**src/rtl/jitter_pwm_gen.sv**
```systemverilog
`timescale 1ns/1ps
module jitter_pwm_gen #(
  parameter int CLK_HZ     = 50_000_000,
  parameter int F_LO_HZ    = 60_000,
  parameter int F_HI_HZ    = 115_000,
  parameter int DEV_LO_HZ  = 4_000,
  parameter int DEV_HI_HZ  = 8_000,
  parameter int MOD_HZ     = 250,
  parameter int STEP_LOG2  = 4,
  parameter int DUTY_PCT   = 80,
  parameter int LEB_NS     = 300,
  parameter int TON_MIN_NS = 400
) (
  input  logic clk,
  input  logic rst,
  input  logic en,
  input  logic hi_sel,
  input  logic cmp_trip,
  output logic gate,
  output logic cycle_start,
  output logic off_time
);
  localparam int NOM_LO   = CLK_HZ / F_LO_HZ;
  localparam int NOM_HI   = CLK_HZ / F_HI_HZ;
  localparam int DEV_LO   = (NOM_LO * DEV_LO_HZ) / F_LO_HZ;
  localparam int DEV_HI   = (NOM_HI * DEV_HI_HZ) / F_HI_HZ;
  localparam int PMAX_LO  = NOM_LO + DEV_LO;
  localparam int PMAX_HI  = NOM_HI + DEV_HI;
  localparam int PER_MAX  = (PMAX_LO > PMAX_HI) ? PMAX_LO : PMAX_HI;
  localparam int CW       = $clog2(PER_MAX + 1);
  localparam int STEPS    = 1 << STEP_LOG2;
  localparam int SW       = STEP_LOG2 + 2;
  localparam int WW       = SW + CW + 1;
  localparam int STEP_RAW = CLK_HZ / (MOD_HZ * 4 * STEPS);
  localparam int STEP_CLKS = (STEP_RAW < 1) ? 1 : STEP_RAW;
  localparam int DW       = (STEP_CLKS > 1) ? $clog2(STEP_CLKS) : 1;
  localparam int LEB_CLKS = (LEB_NS * (CLK_HZ / 1000)) / 1_000_000;
  localparam int TON_CLKS = (TON_MIN_NS * (CLK_HZ / 1000)) / 1_000_000;

  localparam logic [CW-1:0] LEB_C    = CW'(LEB_CLKS);
  localparam logic [CW-1:0] TON_C    = CW'(TON_CLKS);
  localparam logic [DW-1:0] DIV_LAST = DW'(STEP_CLKS - 1);
  localparam logic signed [SW-1:0] S_TOP = SW'(STEPS);
  localparam logic signed [SW-1:0] S_BOT = -SW'(STEPS);

  logic [CW-1:0] cnt, per_q, nxt_per, duty_lim, nom_sel, dev_sel;
  logic [DW-1:0] div_q;
  logic signed [SW-1:0] step_q;
  logic signed [WW-1:0] prod, offs, per_s;
  logic term_q, dir_dn, wrap;

  assign nom_sel = hi_sel ? CW'(NOM_HI) : CW'(NOM_LO);
  assign dev_sel = hi_sel ? CW'(DEV_HI) : CW'(DEV_LO);

  always_comb begin
    prod    = WW'(step_q) * WW'(signed'({1'b0, dev_sel}));
    offs    = prod >>> STEP_LOG2;
    per_s   = WW'(signed'({1'b0, nom_sel})) + offs;
    nxt_per = CW'(per_s);
  end

  assign wrap        = (cnt == per_q - 1'b1);
  assign duty_lim    = CW'((32'(per_q) * DUTY_PCT) / 100);
  assign cycle_start = en & (cnt == '0);
  assign gate        = en & (cnt < duty_lim) & ((cnt < TON_C) | ~term_q);
  assign off_time    = ~gate;

  always_ff @(posedge clk) begin
    if (rst) begin
      cnt    <= '0;
      per_q  <= CW'(NOM_LO);
      term_q <= 1'b0;
      div_q  <= '0;
      step_q <= '0;
      dir_dn <= 1'b0;
    end else if (!en) begin
      cnt    <= '0;
      per_q  <= nxt_per;
      term_q <= 1'b0;
      div_q  <= '0;
      step_q <= '0;
      dir_dn <= 1'b0;
    end else begin
      if (wrap) begin
        cnt    <= '0;
        per_q  <= nxt_per;
        term_q <= 1'b0;
      end else begin
        cnt <= cnt + 1'b1;
        if (cmp_trip && cnt >= LEB_C) term_q <= 1'b1;
      end
      if (div_q == DIV_LAST) begin
        div_q <= '0;
        if (!dir_dn) begin
          step_q <= step_q + SW'(1);
          if (step_q == S_TOP - SW'(1)) dir_dn <= 1'b1;
        end else begin
          step_q <= step_q - SW'(1);
          if (step_q == S_BOT + SW'(1)) dir_dn <= 1'b0;
        end
      end else begin
        div_q <= div_q + 1'b1;
      end
    end
  end

  p_period_range_r2: assert property (@(posedge clk) disable iff (rst)
    (en && $past(en)) |->
      (hi_sel ? (per_q >= CW'(NOM_HI - DEV_HI) && per_q <= CW'(NOM_HI + DEV_HI))
              : (per_q >= CW'(NOM_LO - DEV_LO) && per_q <= CW'(NOM_LO + DEV_LO))))
    else $error("period outside sweep range");

  p_step_range_r2: assert property (@(posedge clk) disable iff (rst)
    (step_q >= S_BOT && step_q <= S_TOP))
    else $error("sweep step outside range");

  p_period_hold_r3: assert property (@(posedge clk) disable iff (rst)
    (en && $past(en) && !cycle_start) |-> $stable(per_q))
    else $error("period changed inside a cycle");

  p_start_single_r4: assert property (@(posedge clk) disable iff (rst)
    cycle_start |=> !cycle_start)
    else $error("start strobe longer than one clock");

  p_gate_rise_r4: assert property (@(posedge clk) disable iff (rst)
    $rose(gate) |-> cycle_start)
    else $error("gate rose outside a cycle start");

  p_min_on_r7: assert property (@(posedge clk) disable iff (rst)
    ($past(gate) && $past(en) && en && ($past(cnt) < TON_C - 1'b1) && (TON_C <= duty_lim))
      |-> gate)
    else $error("minimum on-time violated");

  p_disabled_hold_r9: assert property (@(posedge clk) disable iff (rst)
    $past(!en) |-> (cnt == '0 && step_q == '0))
    else $error("counter moved while disabled");
endmodule

```
**config.mk**
```make
export PLATFORM = sky130hd
export DESIGN_NAME = jitter_pwm_gen
export DESIGN_NICKNAME = d
export VERILOG_FILES = /design/src/rtl/jitter_pwm_gen.sv
export SDC_FILE = /design/constraint.sdc
export NUM_CORES = 1
export LEC_CHECK = 0
export CAP_MARGIN = 25
export CORE_MARGIN = 2
export CORE_UTILIZATION = 45
export DETAILED_ROUTE_END_ITERATION = 10
export PLACE_DENSITY = 0.63
export RECOVER_POWER = 100
export REMOVE_ABC_BUFFERS = 1
export SYNTH_ARGS = -nofsm -noshare
export SYNTH_HDL_FRONTEND = slang
export SYNTH_SLANG_ARGS = --single-unit
```
**constraint.sdc**
```tcl
create_clock -name clk -period 10.4 [get_ports clk]
set_clock_uncertainty 0.1 [all_clocks]
set_input_delay 1.04 -clock clk [delete_from_list [all_inputs] [get_ports clk]]
set_output_delay 1.04 -clock clk [all_outputs]
set_load 0.01 [all_outputs]
```
-- Word-level counts from Yosys, hierarchy flattened
Cells that the tools add are included.
- RAM bits: 0
- flip-flop bits (word level): 40
- latch bits: 0
- bits in read-only memories: 0
- memories: 0
- output and inout bits: 3
- add/sub/neg operators: 6
- multiply operators: 2
- divide/modulo/power cells: 1
- equality and inequality tests: 5
- order comparisons: 3
- shift-type cells: 0
- reductions and logical operators: 5
- mux-type cells: 8
- bitwise gates (word level): 7
- operators with widths (cell ; count):
    $div A17 B7 Y32 const B ; 1
    $mux W10 ; 3
    $mul A10 B3 Y13 const B ; 1
    $mul A6 B7 Y13 ; 1
    $add A12 B1 Y12 const B ; 1
    $eq A12 B12 Y1 const B ; 1
    $eq A6 B5 Y1 const B ; 2
    $mux W6 ; 2
    $add A10 B1 Y10 const B ; 1
    $add A10 B9 Y10 ; 1
    $eq A10 B10 Y1 ; 1
    $ge A10 B4 Y1 const B ; 1
    $logic_not A10 Y1 ; 1
    $lt A10 B10 Y1 ; 1
    $lt A10 B5 Y1 const B ; 1
    $sub A10 B1 Y10 const B ; 1
    $add A6 B2 Y6 const B ; 1
    $reduce_or A3 Y1 ; 2
    $sub A6 B2 Y6 const B ; 1
    $and A1 B1 Y1 ; 3
    $mux W1 ; 3
    $not A1 Y1 ; 3
    $ne A2 B1 Y1 const B ; 1
    $reduce_or A2 Y1 ; 1
    2 further kinds ; 2

-- Longest topological paths before layout
- depth after elaboration: 6
- mapped depth: 39
- depth with buffers taken out: 37

-- Worst setup path before layout
Ideal clock, no wire load.
- path type: register to output
- from: register per_q[3]
- to: output gate
- stages on the path, launching flop included: 36
- setup slack: 478 ps
- arrival time: 8782 ps
- cell sequence: dfxtp_1 > ha_1 > ha_1 > fa_1 > a211o_1 > o21a_1 > xor2_2 > or2_0 > or4_4 > a211o_1 > o311ai_2 > a22oi_4 > a221oi_4 > buf_6 > mux2_1 > o211ai_1 > a21boi_1 > or4_1 > o2111a_1 > o221ai_4 > nand3_4 > inv_6 > mux2i_2 > a21o_1 > and2_1 > inv_1 > ha_1 > nor3_1 > mux2i_4 > a21oi_1 > and3_1 > a21oi_1 > and2_1 > ha_1 > a2111oi_0 > o31a_1
- longest elaborated chain between the ends: 5
- RTL lines (item ; line ; source):
    start, declared ; 46 ; logic [CW-1:0] cnt, per_q, nxt_per, duty_lim, nom_sel, dev_sel;
    start signal, assigned ; 71 ; per_q <= CW'(NOM_LO);
    start signal, assigned ; 78 ; per_q <= nxt_per;
    start signal, assigned ; 86 ; per_q <= nxt_per;
    $mul A10 B3 Y13 ; 63 ; assign duty_lim = CW'((32'(per_q) * DUTY_PCT) / 100);
    $div A17 B7 Y32 ; 63 ;
    $lt A10 B10 Y1 ; 65 ; assign gate = en & (cnt < duty_lim) & ((cnt < TON_C) | ~term_q);
    $and A1 B1 Y1 (2 in a row) ; 65 ;
    end, declared ; 19 ; output logic gate,
Every way passes these cells.

-- Worst setup path in the final report
- from: register per_q[1]
- to: output gate
Same word-level chain as after synthesis.

==> load_flow_metrics.sql <==
INSERT INTO impl_metrics (metric_group, metric, value, unit) VALUES
('outcome', 'run_status', 'finished, violations left', ''),
('outcome', 'failing_checks', 'capacitance limit, slew limit', ''),
('floorplanning', 'core_region_area', '14400', 'µm²'),
('floorplanning', 'io_pins', '8', ''),
('floorplanning', 'die_width', '125', 'µm'),
('cells_and_area', 'final_layout_size_suffix_gt1_share', '18.7', '%'),
('critical_path', 'reg2reg_setup_slack', '4850', 'ps'),
('critical_path', 'slowest_delay', '510', 'ps'),
('global_routing', 'grt_start_max_net_pins', '18', ''),
('global_routing', 'globalRouteTotalUtil', '21.3', '%'),
('placed_design', 'hpwlAfterDp', '13200', 'µm'),
('detailed_routing', 'residual_drc', '0', ''),
('detailed_routing', 'post_drt_via_cell_ratio', '6.05', ''),
('cells_and_area', 'final_cell_mix', 'nor2_1, buf_4, ha_1', ''),
('critical_path', 'data_arrival_time_at_the_worst_slack_endpoint', '8960', 'ps'),
('detailed_routing', 'first_iter_violations', '515', ''),
('sta', 'final.hold.worst_slack', '361', 'ps'),
('cells_and_area', 'final_nets', '985', ''),
('critical_path', 'crit_required', '9260', 'ps'),
('cts', 'worst_skew_pair.late_latency', '280', 'ps'),
('critical_path', 'worst-setup-path-type', 'flip-flop to output port', ''),
('placed_design', 'finalWeightedCongestion', '0.936', ''),
('sta', 'worstMarginPinSlew', '1650', 'ps'),
('hold_path', 'hold-path-cell-count', '2', ''),
('global_routing', 'grt_pass1_wl', '29000', 'µm'),
('cells_and_area', 'layout.filler_cells', '1365', ''),
('synth', 'yosys_warnings', '0', ''),
('critical_path', 'timing.critical_path.slowest_stage_cell', 'or4_4', ''),
('cts', 'cts_inserted_buffers', '5', ''),
('floorplanning', 'chipHeight', '125', 'µm'),
('critical_path', 'setup.worst_path.start_class', 'flip-flop', ''),
('detailed_routing', 'drt-wirelength-per-cell', '15.8', 'µm'),
('synth', 'postSynth.topFlopCell', 'dfxtp_1', ''),
('hold_path', 'holdCritStartpoint', 'term_q', ''),
('sta', 'final_max_slew_viol_count', '11', ''),
('sta', 'fmaxAchievable', '99.0', 'MHz'),
('synth', 'synth_edf_count', '0', ''),
('synth', 'synthDistinctLibCells', '102', ''),
('cells_and_area', 'layout.cells.most_common', 'nor2_1', ''),
('synth', 'synth.yosys.seq_area_share', '12.2', '%'),
('sta', 'min_period', '10100', 'ps'),
('placed_design', 'io_buffer_count', '7', ''),
('cts', 'cts_tree', 'built', ''),
('cts', 'cts-root-to-sink-buffers', '2', ''),
('sta', 'final_hold_viol_count', '0', ''),
('cts', 'cts_root_buffer', 'clkbuf_16', ''),
('global_routing', 'antenna_found_initial', '0', ''),
('cells_and_area', 'flow.area_growth_from_synthesis', '18.0', '%'),
('cts', 'clock_sink_count', '40', ''),
('synth', 'netlist_instances', '829', ''),
('floorplanning', 'rows', '44', ''),
('sta', 'layout_worst_path_cycle_share', '97.1', '%'),
('sta', 'relSlewSlack', '-10.7', '%'),
('floorplanning', 'floorplan.die_area', '15600', 'µm²'),
('floorplanning', 'floorplan.initialDensity', '45.7', '%'),
('cts', 'clk_pin_slew', '60', 'ps'),
('cts', 'h-tree-depth', '2', ''),
('detailed_routing', 'vias', '6512', ''),
('synth', 'mappedNetlistArea', '6590', 'µm²'),
('cells_and_area', 'insertedDiodeCount', '0', ''),
('detailed_routing', 'firstDrtPassIters', '7', ''),
('hold_path', 'class_of_the_worst_hold_path', 'flip-flop to flip-flop', ''),
('global_routing', 'gr-total-overflow', '0', ''),
('critical_path', 'critPathBufInv', '8', ''),
('hold_path', 'min_to', 'term_q', ''),
('critical_path', 'largest_fanout_of_any_net_on_the_critical_path', '7', ''),
('critical_path', 'critical_path.reg2reg.endpoint', 'per_q[8]', ''),
('detailed_routing', 'detail_route.wirelength', '17000', 'µm'),
('critical_path', 'worst_reg2reg_path_length_in_cells', '24', ''),
('synth', 'async_reset_ff_share', '0', '%'),
('critical_path', 'worst_r2r_startpoint', 'step_q[0]', ''),
('global_routing', 'via_count_of_the_first_global_routing_pass', '6248', ''),
('detailed_routing', 'postRouteAntennaNets', '0', ''),
('critical_path', 'path_delay_family', 'compound AO/OA/AOI/OAI gates', ''),
('synth', 'postSynthAreaPerCell', '7.95', 'µm²'),
('synth', 'ys_ff_latch', '40', ''),
('cts', 'post_cts_hold_fix_bufs', '0', ''),
('sta', 'finalSetupViolCount', '0', ''),
('flow_run', 'timing.max_cap.violations', '1', ''),
('critical_path', 'crit_path_end_kind', 'output port', '');
==> worst register-to-register path, delay by kind of cell (launching register included) <==
kind | cells | cell delay (ps)
compound gates | 6 | 960
xor+xnor | 2 | 320
fa+ha+maj | 6 | 2680
buf+inv | 5 | 430
flops | 1 | 530
simple gates | 5 | 420
==> how the worst max path moves through the flow <==
stage / start / to / cells after the start
floorplan: per_q[1] / gate / 34
global placement: per_q[1] / gate / 36
detailed placement: per_q[1] / gate / 37
CTS: per_q[1] / off_time / 42
global route: per_q[1] / gate / 43
finish: per_q[1] / gate / 37
==> Yosys cell counts, types with 5 or more instances <==
master / n / share of area, %
inv_1: 48 / 2.7
o21a_1: 7 / 0.80
o21ai_0: 28 / 2.1
o311a_1: 5 / 0.76
or3_1: 9 / 0.85
xor2_1: 28 / 3.7
mux2i_1: 11 / 1.7
o31a_1: 5 / 0.66
o21ai_1: 10 / 0.76
ha_1: 71 / 13
nor4_1: 7 / 0.66
a31oi_1: 12 / 1.1
and3_1: 8 / 0.76
nand2b_1: 9 / 0.85
or2_2: 5 / 0.47
a211oi_1: 10 / 1.1
xnor2_1: 40 / 5.3
fa_1: 18 / 5.5
nor3_1: 20 / 1.5
nand3_1: 24 / 1.8
clkbuf_1: 18 / 1.0
o22ai_1: 5 / 0.47
o31ai_1: 6 / 0.68
nor2b_1: 8 / 0.76
buf_2: 5 / 0.38
nand4_1: 10 / 0.95
and2_1: 11 / 1.0
nand2_1: 50 / 2.8
o211ai_1: 15 / 1.7
a21oi_1: 44 / 3.3
a211o_1: 14 / 1.9
a21o_1: 17 / 1.9
dfxtp_1: 40 / 12
nor2_1: 90 / 5.1
==> logic make-up after synthesis <==
family                   count (synthesis)  synth area share, %
flip-flops                              40                 12.2
AND/OR/NAND/NOR                        274                 20.9
AO/OA/AOI/OAI                          260                 30.2
adder cells (fa/ha/maj)                 91                 19.3
buffers and inverters                   77                 4.90
XOR/XNOR                                71                 9.87
multiplexers                            16                 2.73
==> area by class of cell <==
cell class / instances / area [µm²] / area share [%]
clock buffers: 6 / 139 / 1.79
repair buffers: 82 / 638 / 8.21
flip-flops and latches: 40 / 805 / 10.3
clock inverters: 2 / 15.0 / 0.193
inverters: 50 / 193 / 2.48
well taps: 184 / 230 / 2.96
multi-input cells: 712 / 5760 / 74.0
==> registers in the layout (all words and copies together), names as in the netlist <==
signal and cells:
cnt 10, step_q 6, div_q 12, per_q 10, term_q 1, dir_dn 1
==> per-layer routing <==
layer / GRT usage, % / wire length [µm] / vias up
met5: 0 / 0 / -
met4: 4.18 / 173 / 0
met1: 28.4 / 7780 / 3116
met2: 37.5 / 8530 / 132
met3: 2.18 / 462 / 25
li1: - / - / 3239
==> through the flow <==
step           setup WS, ps  instance area, µm²  setup TNS [ps]  std cells  util [%]
5_1_grt               -97.8                7780           -97.8       1076      53.9
2_1_floorplan           261                6460               0        802         -
6_report                303                7780               0       1076      53.9
4_1_cts                60.7                7530               0       1065      52.2
3_5_place_dp           -191                7170            -300       1046      49.7
3_3_place_gp           62.7                7170               0       1046      49.7
==> what timing repair did <==
item / 4_1_cts / 5_1_grt
gates resized for setup: 26 / 39
pin swaps: 17 / 13
setup buffers: 11 / 11
setup endpoints to repair: 2 / 2
Power is left out: the tool's default activity adds up to more than one toggle a clock period on the data nets, which glitch-free logic cannot reach.
